File: src/rtl/relin_pkg.sv
package relin_pkg;
    localparam int EXP_W     = 3;
    localparam int MAX_SHIFT = (1 << EXP_W) - 1;
    typedef logic [EXP_W-1:0] exp_t;
endpackage

File: src/rtl/relin_delay_line.sv
module relin_delay_line
    import relin_pkg::*;
#(
    parameter int DELAY_W = 6
) (
    input  logic               clk,
    input  logic               rst_n,
    input  logic               advance,
    input  exp_t               din,
    input  logic [DELAY_W-1:0] sel,
    output exp_t               tap
);
    localparam int DEPTH = (1 << DELAY_W) - 1;

    typedef struct packed {
        logic [DEPTH-1:0][EXP_W-1:0] line;
    } line_t;

    line_t st_d, st_q;

    always_comb begin
        st_d = st_q;
        if (advance) begin
            st_d.line[0] = din;
        end
    end

    for (genvar gi = 1; gi < DEPTH; gi++) begin : g_stage
        always_ff @(posedge clk or negedge rst_n) begin
            if (!rst_n)       st_q.line[gi] <= '0;
            else if (advance) st_q.line[gi] <= st_q.line[gi-1];
        end
    end

    always_ff @(posedge clk or negedge rst_n) begin
        if (!rst_n) st_q.line[0] <= '0;
        else        st_q.line[0] <= st_d.line[0];
    end

    always_comb begin
        if (sel == '0) tap = din;
        else           tap = st_q.line[sel - 1'b1];
    end
endmodule

File: src/rtl/relin_shift.sv
module relin_shift
    import relin_pkg::*;
#(
    parameter int SAMPLE_W = 16,
    localparam int OUT_W   = SAMPLE_W + MAX_SHIFT
) (
    input  logic [SAMPLE_W-1:0] sample,
    input  exp_t                expo,
    output logic [OUT_W-1:0]    result
);
    logic signed [OUT_W-1:0] widened;

    always_comb begin
        widened = $signed({sample, {MAX_SHIFT{1'b0}}});
        result  = widened >>> expo;
    end
endmodule

File: src/rtl/relin_stage.sv
module relin_stage
    import relin_pkg::*;
#(
    parameter int SAMPLE_W = 16,
    parameter int DELAY_W  = 6,
    localparam int OUT_W   = SAMPLE_W + MAX_SHIFT
) (
    input  logic                clk,
    input  logic                rst_n,
    input  logic                in_valid,
    input  logic [SAMPLE_W-1:0] in_sample,
    input  logic [EXP_W-1:0]    ext_exp,
    input  logic [EXP_W-1:0]    gain_code,
    input  logic                use_internal,
    input  logic [DELAY_W-1:0]  delay_sel,
    output logic                out_valid,
    output logic [OUT_W-1:0]    out_sample
);
    typedef struct packed {
        logic             src_int;
        logic             vld;
        logic [OUT_W-1:0] data;
    } state_t;

    state_t           st_d, st_q;
    exp_t             tap_code;
    exp_t             expo_sel;
    logic [OUT_W-1:0] shifted;
    logic             src_int_q;

    relin_delay_line #(.DELAY_W(DELAY_W)) u_line (
        .clk     (clk),
        .rst_n   (rst_n),
        .advance (in_valid),
        .din     (gain_code),
        .sel     (delay_sel),
        .tap     (tap_code)
    );

    relin_shift #(.SAMPLE_W(SAMPLE_W)) u_shift (
        .sample (in_sample),
        .expo   (expo_sel),
        .result (shifted)
    );

    always_comb begin
        expo_sel = st_q.src_int ? tap_code : ext_exp;
        st_d     = st_q;
        st_d.vld = in_valid;
        if (in_valid) begin
            st_d.data    = shifted;
            st_d.src_int = use_internal;
        end
    end

    always_ff @(posedge clk or negedge rst_n) begin
        if (!rst_n) st_q <= '0;
        else        st_q <= st_d;
    end

    assign src_int_q  = st_q.src_int;
    assign out_valid  = st_q.vld;
    assign out_sample = st_q.data;
endmodule

File: config.mk
export PLATFORM = sky130hd
export DESIGN_NAME = relin_stage
export DESIGN_NICKNAME = d
export VERILOG_FILES = /design/src/rtl/relin_pkg.sv /design/src/rtl/relin_delay_line.sv /design/src/rtl/relin_shift.sv /design/src/rtl/relin_stage.sv
export SDC_FILE = /design/constraint.sdc
export NUM_CORES = 1
export LEC_CHECK = 0
export BUFFER_PORTS_ARGS = -buffer_cell sky130_fd_sc_hd__buf_2
export CORE_ASPECT_RATIO = 1.2
export CORE_MARGIN = 2
export CORE_UTILIZATION = 30
export CTS_CLUSTER_SIZE = 8
export DETAILED_ROUTE_END_ITERATION = 16
export PLACE_DENSITY = 0.45
export SYNTH_ARGS = -nofsm -noshare
export SYNTH_HDL_FRONTEND = slang
export SYNTH_SLANG_ARGS = --single-unit
File: constraint.sdc
create_clock -name clk -period 2.7 [get_ports clk]
set_input_delay 0.135 -clock clk [delete_from_list [all_inputs] [get_ports clk]]
set_output_delay 0.135 -clock clk [all_outputs]
set_load 0.1 [all_outputs]
After elaboration in Yosys (flattened, before gate mapping) --
Index checks and enable logic that the tools add are counted.
Storage, ports and cells: bits in registers 214, bits of input ports 32, output and inout port bits 24, word-level logic and storage cells 74
Operators by class: add/subtract/negate cells 1, magnitude comparators 1, shift operators 1, mux-type cells 4, reductions and logical operators 1
Operators with widths (number):
- $sshr 23x3->23 | 1
- $bmux 3 s6 | 1
- $mux 3 | 3
- $lt 6x7->1 const B | 1
- $logic_not 6->1 | 1
- $sub 6x1->6 const B | 1

Depth between registers and ports, before layout --
Gate-level depths: netlist (run 1).
depth in word-level cells 6, depth in mapped cells 20, mapped depth without buffers 11

Hierarchy --
A second synthesis (run 1) with hierarchy kept.
Unflattened totals: cells, all modules 686, area, all modules 10430.0 um2
Modules (own cells, without submodules):
- relin_delay_line | times used 1, cells each 544, area each 8703.3 um2, seq. area each 4729.5 um2
- relin_stage | times used 1, cells each 55, area each 1056.0 um2, seq. area each 625.6 um2
- relin_shift | times used 1, cells each 87, area each 670.6 um2, seq. area each 0.0 um2

Worst setup path before layout (run 1) --
No wires, ideal clock.
path kind in2reg, from in delay_sel[0], to reg st_q, in the netlist out_sample[7], arrival 3.779 ns, data required time 2.574 ns, path slack -1.205 ns, stages on the path 17, buffers on the path 7, path through buf_6 -> buf_12 -> buf_4 -> buf_2 -> inv_1 -> ha_1 -> buf_6 -> buf_2 -> buf_1 -> mux4_2 -> and2_1 -> a2111oi_0 -> nor3_1 -> nor2_2 -> inv_1 -> mux2i_1 -> a221o_1
Between the ends: longest elaborated chain between the ends 6
RTL lines:
- start, declared | line relin_stage.sv:15 | input logic [DELAY_W-1:0] delay_sel,
- $sub 6x1->6 | line relin_delay_line.sv:42 | else tap = st_q.line[sel - 1'b1];
- $bmux 3 s6 | line relin_delay_line.sv:42
- $mux 3 (implied by the code) | line relin_delay_line.sv:42
- $mux 3 (*) | line relin_delay_line.sv:41 | if (sel == '0) tap = din;
- $mux 3 (*) | line relin_stage.sv:47 | expo_sel = st_q.src_int ? tap_code : ext_exp;
- $sshr 23x3->23 (*) | line relin_shift.sv:15 | result = widened >>> expo;
- end signal, assigned | line relin_stage.sv:58 | else st_q <= st_d;
- end, declared | line relin_stage.sv:25 | state_t st_d, st_q;
Mark *: on every way between the ends. The rest lies on a longest branch, timed or not. The select of a mux whose other input is x is not followed. A chain may end at the register's enable or synchronous reset.

Final worst setup path (run 1) --
from reg u_line.st_q, in the netlist u_line.st_d[49], to reg st_q, in the netlist out_sample[9]
Between the ends: longest elaborated chain between the ends 5
RTL lines:
- start, declared | line relin_delay_line.sv:19 | line_t st_d, st_q;
- $bmux 3 s6 | line relin_delay_line.sv:42
- $mux 3 (implied by the code) | line relin_delay_line.sv:42
- $mux 3 | line relin_delay_line.sv:41
- $mux 3 | line relin_stage.sv:47
- $sshr 23x3->23 | line relin_shift.sv:15
No other way between the ends. The select of a mux whose other input is x is not followed.

==> results of run 1 <==
## worst paths after layout
path / from / to / slack (ns) / cells past startpoint
worst max-delay path: u_line.st_d[49]$_DFFE_PN0P_ / out_sample[9]$_DFFE_PN0P_ / -0.22 / 12
worst min-delay path: in_valid / out_sample[1]$_DFFE_PN0P_ / 0.10 / 2
worst max register to register: u_line.st_d[49]$_DFFE_PN0P_ / out_sample[9]$_DFFE_PN0P_ / -0.22 / 12
worst min register to register: out_sample[0]$_DFFE_PN0P_ / out_sample[0]$_DFFE_PN0P_ / 0.48 / 1
max in group asynchronous: rst_n / out_sample[7]$_DFFE_PN0P_ / 1.80 / 3
min in group asynchronous: rst_n / u_line.st_d[39]$_DFFE_PN0P_ / 0.11 / 2
## state kept, by name, summed over array words and instances, names as in the netlist
| register | cells |
|---|---|
| out_sample | 23 |
| out_valid | 1 |
| u_line.st_d | 186 |
| src_int_q | 1 |
| u_line.st_q | 3 |
## critical path, cell delays in order (launching register included)
cell and delay, ns:
dfrtp_1 0.39, mux4_2 0.48, mux4_2 0.46, nor2b_4 0.14
a211oi_4 0.23, buf_12 0.16, buf_12 0.11, buf_12 0.10
mux2i_4 0.24, buf_6 0.13, nor3_4 0.04, a211o_1 0.28
o221ai_1 0.06
## logic make-up after synthesis
group / after synthesis
AO/OA/AOI/OAI: 103
buffers and inverters: 64
flip-flops: 214
adder cells (fa/ha/maj): 2
AND/OR/NAND/NOR: 128
multiplexers: 284
XOR/XNOR: 7
## timing repair
action / CTS / global route
pin swaps: 13 / 8
endpoints found under the hold margin: 195 / 0
setup endpoints to repair: 22 / 22
resized for setup: 45 / 23
hold buffers: 7 / 0
setup buffers: 13 / 2
cloned: 0 / 0
## power by group through the flow
stage | registers, mW | logic [mW] | clock network [mW]
2_1_floorplan | 4.75 | 1.53 | 0
3_3_place_gp | 4.30 | 3.23 | 0
3_5_place_dp | 4.29 | 3.26 | 0
4_1_cts | 4.26 | 3.45 | 3.46
5_1_grt | 4.35 | 3.73 | 3.59
6_report | 4.25 | 3.47 | 3.32
## cells in the mapped netlist, drive strengths merged, types with 8 or more instances
cell | count | area, um2
buf | 23 | 204
nand2 | 54 | 205
dfrtp | 214 | 5360
clkbuf | 29 | 109
nor3 | 8 | 45.0
nand3 | 10 | 50.1
a21oi | 8 | 47.6
o21ai | 9 | 45.0
mux4 | 42 | 982
mux2i | 44 | 440
o22ai | 11 | 68.8
inv | 10 | 37.5
nor2 | 23 | 96.3
mux2 | 198 | 2230
## per-stage QoR
| stage | setup TNS (ns) | hold WS, ns | utilization | cell area, um2 |
|---|---|---|---|---|
| 6_report | -2.69 | 0.105 | 0.396 | 14200 |
| 2_1_floorplan | -10.92 | -0.161 | - | 11000 |
| 3_3_place_gp | -13.20 | 0.0945 | 0.360 | 12900 |
| 3_5_place_dp | -13.97 | 0.0900 | 0.360 | 12900 |
| 5_1_grt | -5.25 | 0.128 | 0.396 | 14200 |
| 4_1_cts | -3.28 | 0.0700 | 0.392 | 14100 |
## cell type report
class                           count  area (um2)
Clock buffer                       32         790
Fill cell                        3397       21700
Inverter                           10        42.5
Multi-Input combinational cell    524        5550
Sequential cell                   214        5360
Tap cell                          468         586
Timing Repair Buffer              242        1870
## layer usage
metal	GRT usage	vias up
met4	0.0449	2
met3	0.0203	35
met2	0.253	115
met1	0.190	3766
met5	0	-
li1	-	3458
==> out/metrics.yaml, run 1 <==
outcome: "complete, but fails checks"
violations: "setup timing"
area.growth.synth_to_final_pct: 30.2
power_density_mw_per_mm2: 778
syn_area_per_cell_um2: 13.6
stdcell_count: 1490
timing.setup.critical_path_class: "reg -> reg"
final_nets: 1056
synth_mux_area_frac: 0.335
cts_buffer_depth: 3
fin_skew_ns: 0.0128
drc: 0
start_util: 0.304
synth_warnings: 0
gr-total-overflow: 0
die_area_mm2: 0.0379
dp_slack_ns: -0.788
synth_area_mm2: 0.0109
critPathArrivalTime_ns: 3.39
p_sw_frac: 0.309
tritoncts: "yes"
irDropWorstVdd_uv: 516
synth_edf_count: 0
rsz0062_at_grt: "yes"
p_total_mw: 11.0
synth_top_family_by_area: "multiplexers"
grt_pass1_wl_mm: 43.9
synth-xor-area-share: 0.00563
timing.fmax_ghz: 0.342
yosys.area_share.simple: 0.0567
rows: 76
routabilityCongestion: 0.796
drv_cap: 0
core-area_mm2: 0.0358
yosysSeqAreaShare: 0.491
num_io_pins: 56
period_minus_slack_ns: 2.92
portBuffers: 55
layout_commonest_cell: "dfrtp_1"
yosysUniqueCellTypes: 70
num_vias: 7376
viasPerCell: 4.95
min_period_over_period: 1.08
grt_max_degree: 93
power_leakage_nw: 6.54
synth_compound_area_frac: 0.0750
htreeDepth: 1
power.share.sequential: 0.385
synth_adder_area_share: 0.00230
met1_length_mm: 11.8
crit_fanout: 6
track_usage: 0.146
cp-start-kind: "flop"
syn_inst: 802
antenna_found_initial: 1
hold_violations: 0
final_cell_mix: "dfrtp_1 (214), mux2_2 (194), buf_4 (166)"
endpoint_kind: "flop"
required_ns: 3.16
place_hpwl_mm: 19.0
clockRootBuffer: "clkbuf_16"
switching_power_mw: 3.41
clkPwrFrac: 0.301
layout-drive-gt1-share: 0.560
pwr-share-comb: 0.315
clk_latency_ns: 0.55
dp_cells: 1439
clkTransAtPathRegs_ns: 0.05
die_h_um: 213
drt_first_pass_iters: 6
synth_seq_cells: 214
slew_violations: 0
drt.antenna.violating_nets: 0
wl_met2_mm: 13.5
routed_wl_mm: 26.9
die_w_um: 178
met3_length_um: 965
intPower_mw: 7.63
synth_nets: 836
diodes: 0
relSlewSlack: 0.635
hold_class: "in -> reg"
clock_sinks: 214
async_reset_ff_frac: 1.00
synth_flop_cell: "dfrtp_1"
first_iter_violations: 351
grt_pass1_vias: 7959
routedWlPerCell_um: 18.0
setup_violations: 18
top_layer: "met5"
fin_ws_ns: -0.224
numCtsBuffers: 30
worst_pin_slew_ns: 0.547
Power figures use the tool's default switching activity.
==> run 2, diff against run 1 <==
- CORE_UTILIZATION: 30 -> 56
- CTS_BUF_LIST: not set -> sky130_fd_sc_hd__clkbuf_16
- PLACE_DENSITY: 0.45 -> 0.76
==> out/metrics.yaml, run 2 (synthesis gave the netlist of run 1 again) <==
outcome: "complete, but fails checks"  # unchanged
violations: "setup timing"  # unchanged
relSlewSlack: 0.499  # was 0.635
drv_cap: 0  # unchanged
final_cell_mix: "dfrtp_1 (214), mux2_2 (192), buf_4 (150)"  # was dfrtp_1 (214), mux2_2 (194), buf_4 (166)
clockRootBuffer: "clkbuf_16"  # unchanged
grt_pass1_vias: 8090  # was 7959
fillers: 1206  # was 3397
routed_wl_mm: 25.2  # was 26.9 mm
core-area_mm2: 0.0190  # was 0.0358 mm2
rows: 55  # was 76
layout-drive-gt1-share: 0.559  # was 0.560
numCtsBuffers: 30  # unchanged
slew_violations: 0  # unchanged
num_vias: 7567  # was 7376
grt_pass1_wl_mm: 41.6  # was 43.9 mm
diodes: 0  # unchanged
area.growth.synth_to_final_pct: 27.4  # was 30.2%
busiest_layer: "met2"  # unchanged
drt.antenna.violating_nets: 0  # unchanged
first_iter_violations: 467  # was 351
rr_worst_depth: 10  # was 12
endpoint_kind: "flop"  # unchanged
worst_pin_slew_ns: 0.752  # was 0.547 ns
cpPeakStageDelay_ns: 0.50  # was 0.48 ns
hold_end: "out_sample[1]$_DFFE_PN0P_"  # unchanged
path_buf_inv: 2  # was 4
gr-total-overflow: 0  # unchanged
portBuffers: 55  # unchanged
required_ns: 3.12  # was 3.16 ns
num_io_pins: 56  # unchanged
die_w_um: 131  # was 178 um
power_density_mw_per_mm2: 790  # was 778 mW/mm2
cp-start-kind: "flop"  # unchanged
fin_ws_ns: -0.159  # was -0.224 ns
r2r_slack_ns: -0.16  # was -0.22 ns
hold_violations: 0  # unchanged
critical_path.slowest_cell: "mux4_2"  # unchanged
die_h_um: 157  # was 213 um
clkTransAtPathRegs_ns: 0.05  # about the same
tritoncts: "yes"  # unchanged
grt_use_met1: 0.325  # was 0.190
power_leakage_nw: 6.49  # was 6.54 nW
fin_skew_ns: 0.0123  # was 0.0128 ns
largest_reg_flops: 186  # unchanged
whs_path_depth: 4  # was 2
r2r_end: "out_sample[7]$_DFFE_PN0P_"  # was out_sample[9]$_DFFE_PN0P_
crit_fanout: 6  # unchanged
timing.fmax_ghz: 0.350  # was 0.342 GHz
crit_chain: "mux4_2, mux4_2, nor2b_4, a211oi_4, buf_6, buf_8, nor2_4, a311oi_4, mux2i_1, a221o_1"  # was mux4_2, mux4_2, nor2b_4, a211oi_4, buf_12, buf_12, buf_12, mux2i_4, buf_6, nor3_4, a211o_1, o221ai_1
critPathArrivalTime_ns: 3.28  # was 3.39 ns
layout_commonest_cell: "dfrtp_1"  # unchanged
antenna_found_initial: 0  # was 1
multi_input_area_mm2: 0.00566  # was 0.00555 mm2
dp_slack_ns: -0.709  # was -0.788 ns
drc: 0  # unchanged
period_minus_slack_ns: 2.86  # was 2.92 ns
min_period_over_period: 1.06  # was 1.08
viasPerCell: 5.98  # was 4.95
clock_sinks: 214  # unchanged
final_nets: 1043  # was 1056
drt_first_pass_iters: 4  # was 6
htreeDepth: 1  # unchanged
p_total_mw: 11.0  # about the same
routedWlPerCell_um: 19.9  # was 18.0 um
critPathTopFamily: "multiplexers"  # unchanged
die_area_mm2: 0.0206  # was 0.0379 mm2
path_common_cell: "mux4_2"  # was buf_12
cts_buffer_depth: 3  # unchanged
grt_max_degree: 93  # unchanged
grt_util_met2: 0.441  # was 0.253
hold_class: "in -> reg"  # unchanged
setup_violations: 19  # was 18
start_util: 0.574  # was 0.304
routabilityCongestion: 0.891  # was 0.796
met3_usage: 0.0340  # was 0.0203
track_usage: 0.249  # was 0.146
rsz0062_at_grt: "yes"  # unchanged
regArea_mm2: 0.00536  # unchanged
irDropWorstVdd_uv: 690  # was 516 uV
timing.setup.critical_path_class: "reg -> reg"  # unchanged
r2r_start: "u_line.st_d[169]$_DFFE_PN0P_"  # was u_line.st_d[49]$_DFFE_PN0P_
place_hpwl_mm: 17.2  # was 19.0 mm
clk_latency_ns: 0.55  # about the same
holdCritStartpoint: "in_sample[1]"  # was in_valid
[run 2: cell count changes in the layout (fill, tap and decap cells not counted), moves of 3 or more]
| cell | change |
|---|---|
| buf_4 | -16 |
| o221ai_1 | -3 |
| mux4_1 | +3 |
| mux2i_2 | -3 |
| buf_12 | -5 |
| o221ai_2 | +3 |
| mux4_2 | -3 |
| mux2i_4 | +5 |
| buf_6 | +7 |
[run 2: layer usage]
layer  share of wire  vias to the layer above
met4           0.020                        0
met3           0.038                       41
met1            0.42                     3904
met2            0.52                      177
li1                -                     3445
met5               0                        -
[run 2: stage by stage]
stage / hold slack [ns] / instance area, um2 / setup TNS (ns) / cells / utilization
floorplan: -0.161 / 11000 / -10.92 / 802 / -
global placement: 0.250 / 12500 / -11.10 / 1211 / 0.658
detailed placement: 0.261 / 12500 / -12.28 / 1211 / 0.658
CTS: 0.120 / 13700 / -1.61 / 1264 / 0.719
global route: 0.131 / 13900 / -3.91 / 1266 / 0.731
finish: 0.121 / 13900 / -1.81 / 1266 / 0.731
[run 2: timing repair]
action	4_1_cts	5_1_grt
hold endpoints to repair	98	0
hold buffers	8	0
resized for setup	51	43
endpoints found under the setup margin	22	22
pin swaps	17	15
buffers inserted	13	2
cloned	1	0
[run 2: how the worst max path moves through the flow]
stage	endpoint	from	slack, ns	cells after the start
floorplan	out_sample[7]$_DFFE_PN0P_	delay_sel[0]	-0.65	16
global placement	out_sample[18]$_DFFE_PN0P_	delay_sel[1]	-0.63	16
detailed placement	out_sample[17]$_DFFE_PN0P_	delay_sel[1]	-0.71	15
CTS	out_sample[10]$_DFFE_PN0P_	u_line.st_d[169]$_DFFE_PN0P_	-0.12	10
global route	out_sample[9]$_DFFE_PN0P_	u_line.st_d[169]$_DFFE_PN0P_	-0.26	11
finish	out_sample[7]$_DFFE_PN0P_	u_line.st_d[169]$_DFFE_PN0P_	-0.16	10
[run 2: power by group]
| part | leakage [nW] | internal (mW) | switching (mW) |
|---|---|---|---|
| Combinational | 3.30 | 1.74 | 1.75 |
| Sequential | 2.80 | 3.86 | 0.414 |
| Clock | 0.387 | 1.93 | 1.27 |
| Total | 6.49 | 7.53 | 3.44 |
[run 2: worst reg2reg max path, cell delays in order, from the launching register on]
cell and delay (ns):
dfrtp_1 0.37, mux4_2 0.47, mux4_2 0.50, nor2b_4 0.15, a211oi_4 0.16, buf_6 0.16
buf_8 0.15, nor2_4 0.05, a311oi_4 0.27, mux2i_1 0.14, a221o_1 0.31
[run 2: cell type report]
cell class	instances	area share
multi-input combinational	524	0.407
clock buffer	30	0.0541
inverter	10	0.00306
tap	256	0.0231
sequential	214	0.386
clock inverter	3	0.00171
timing repair buffer	229	0.125
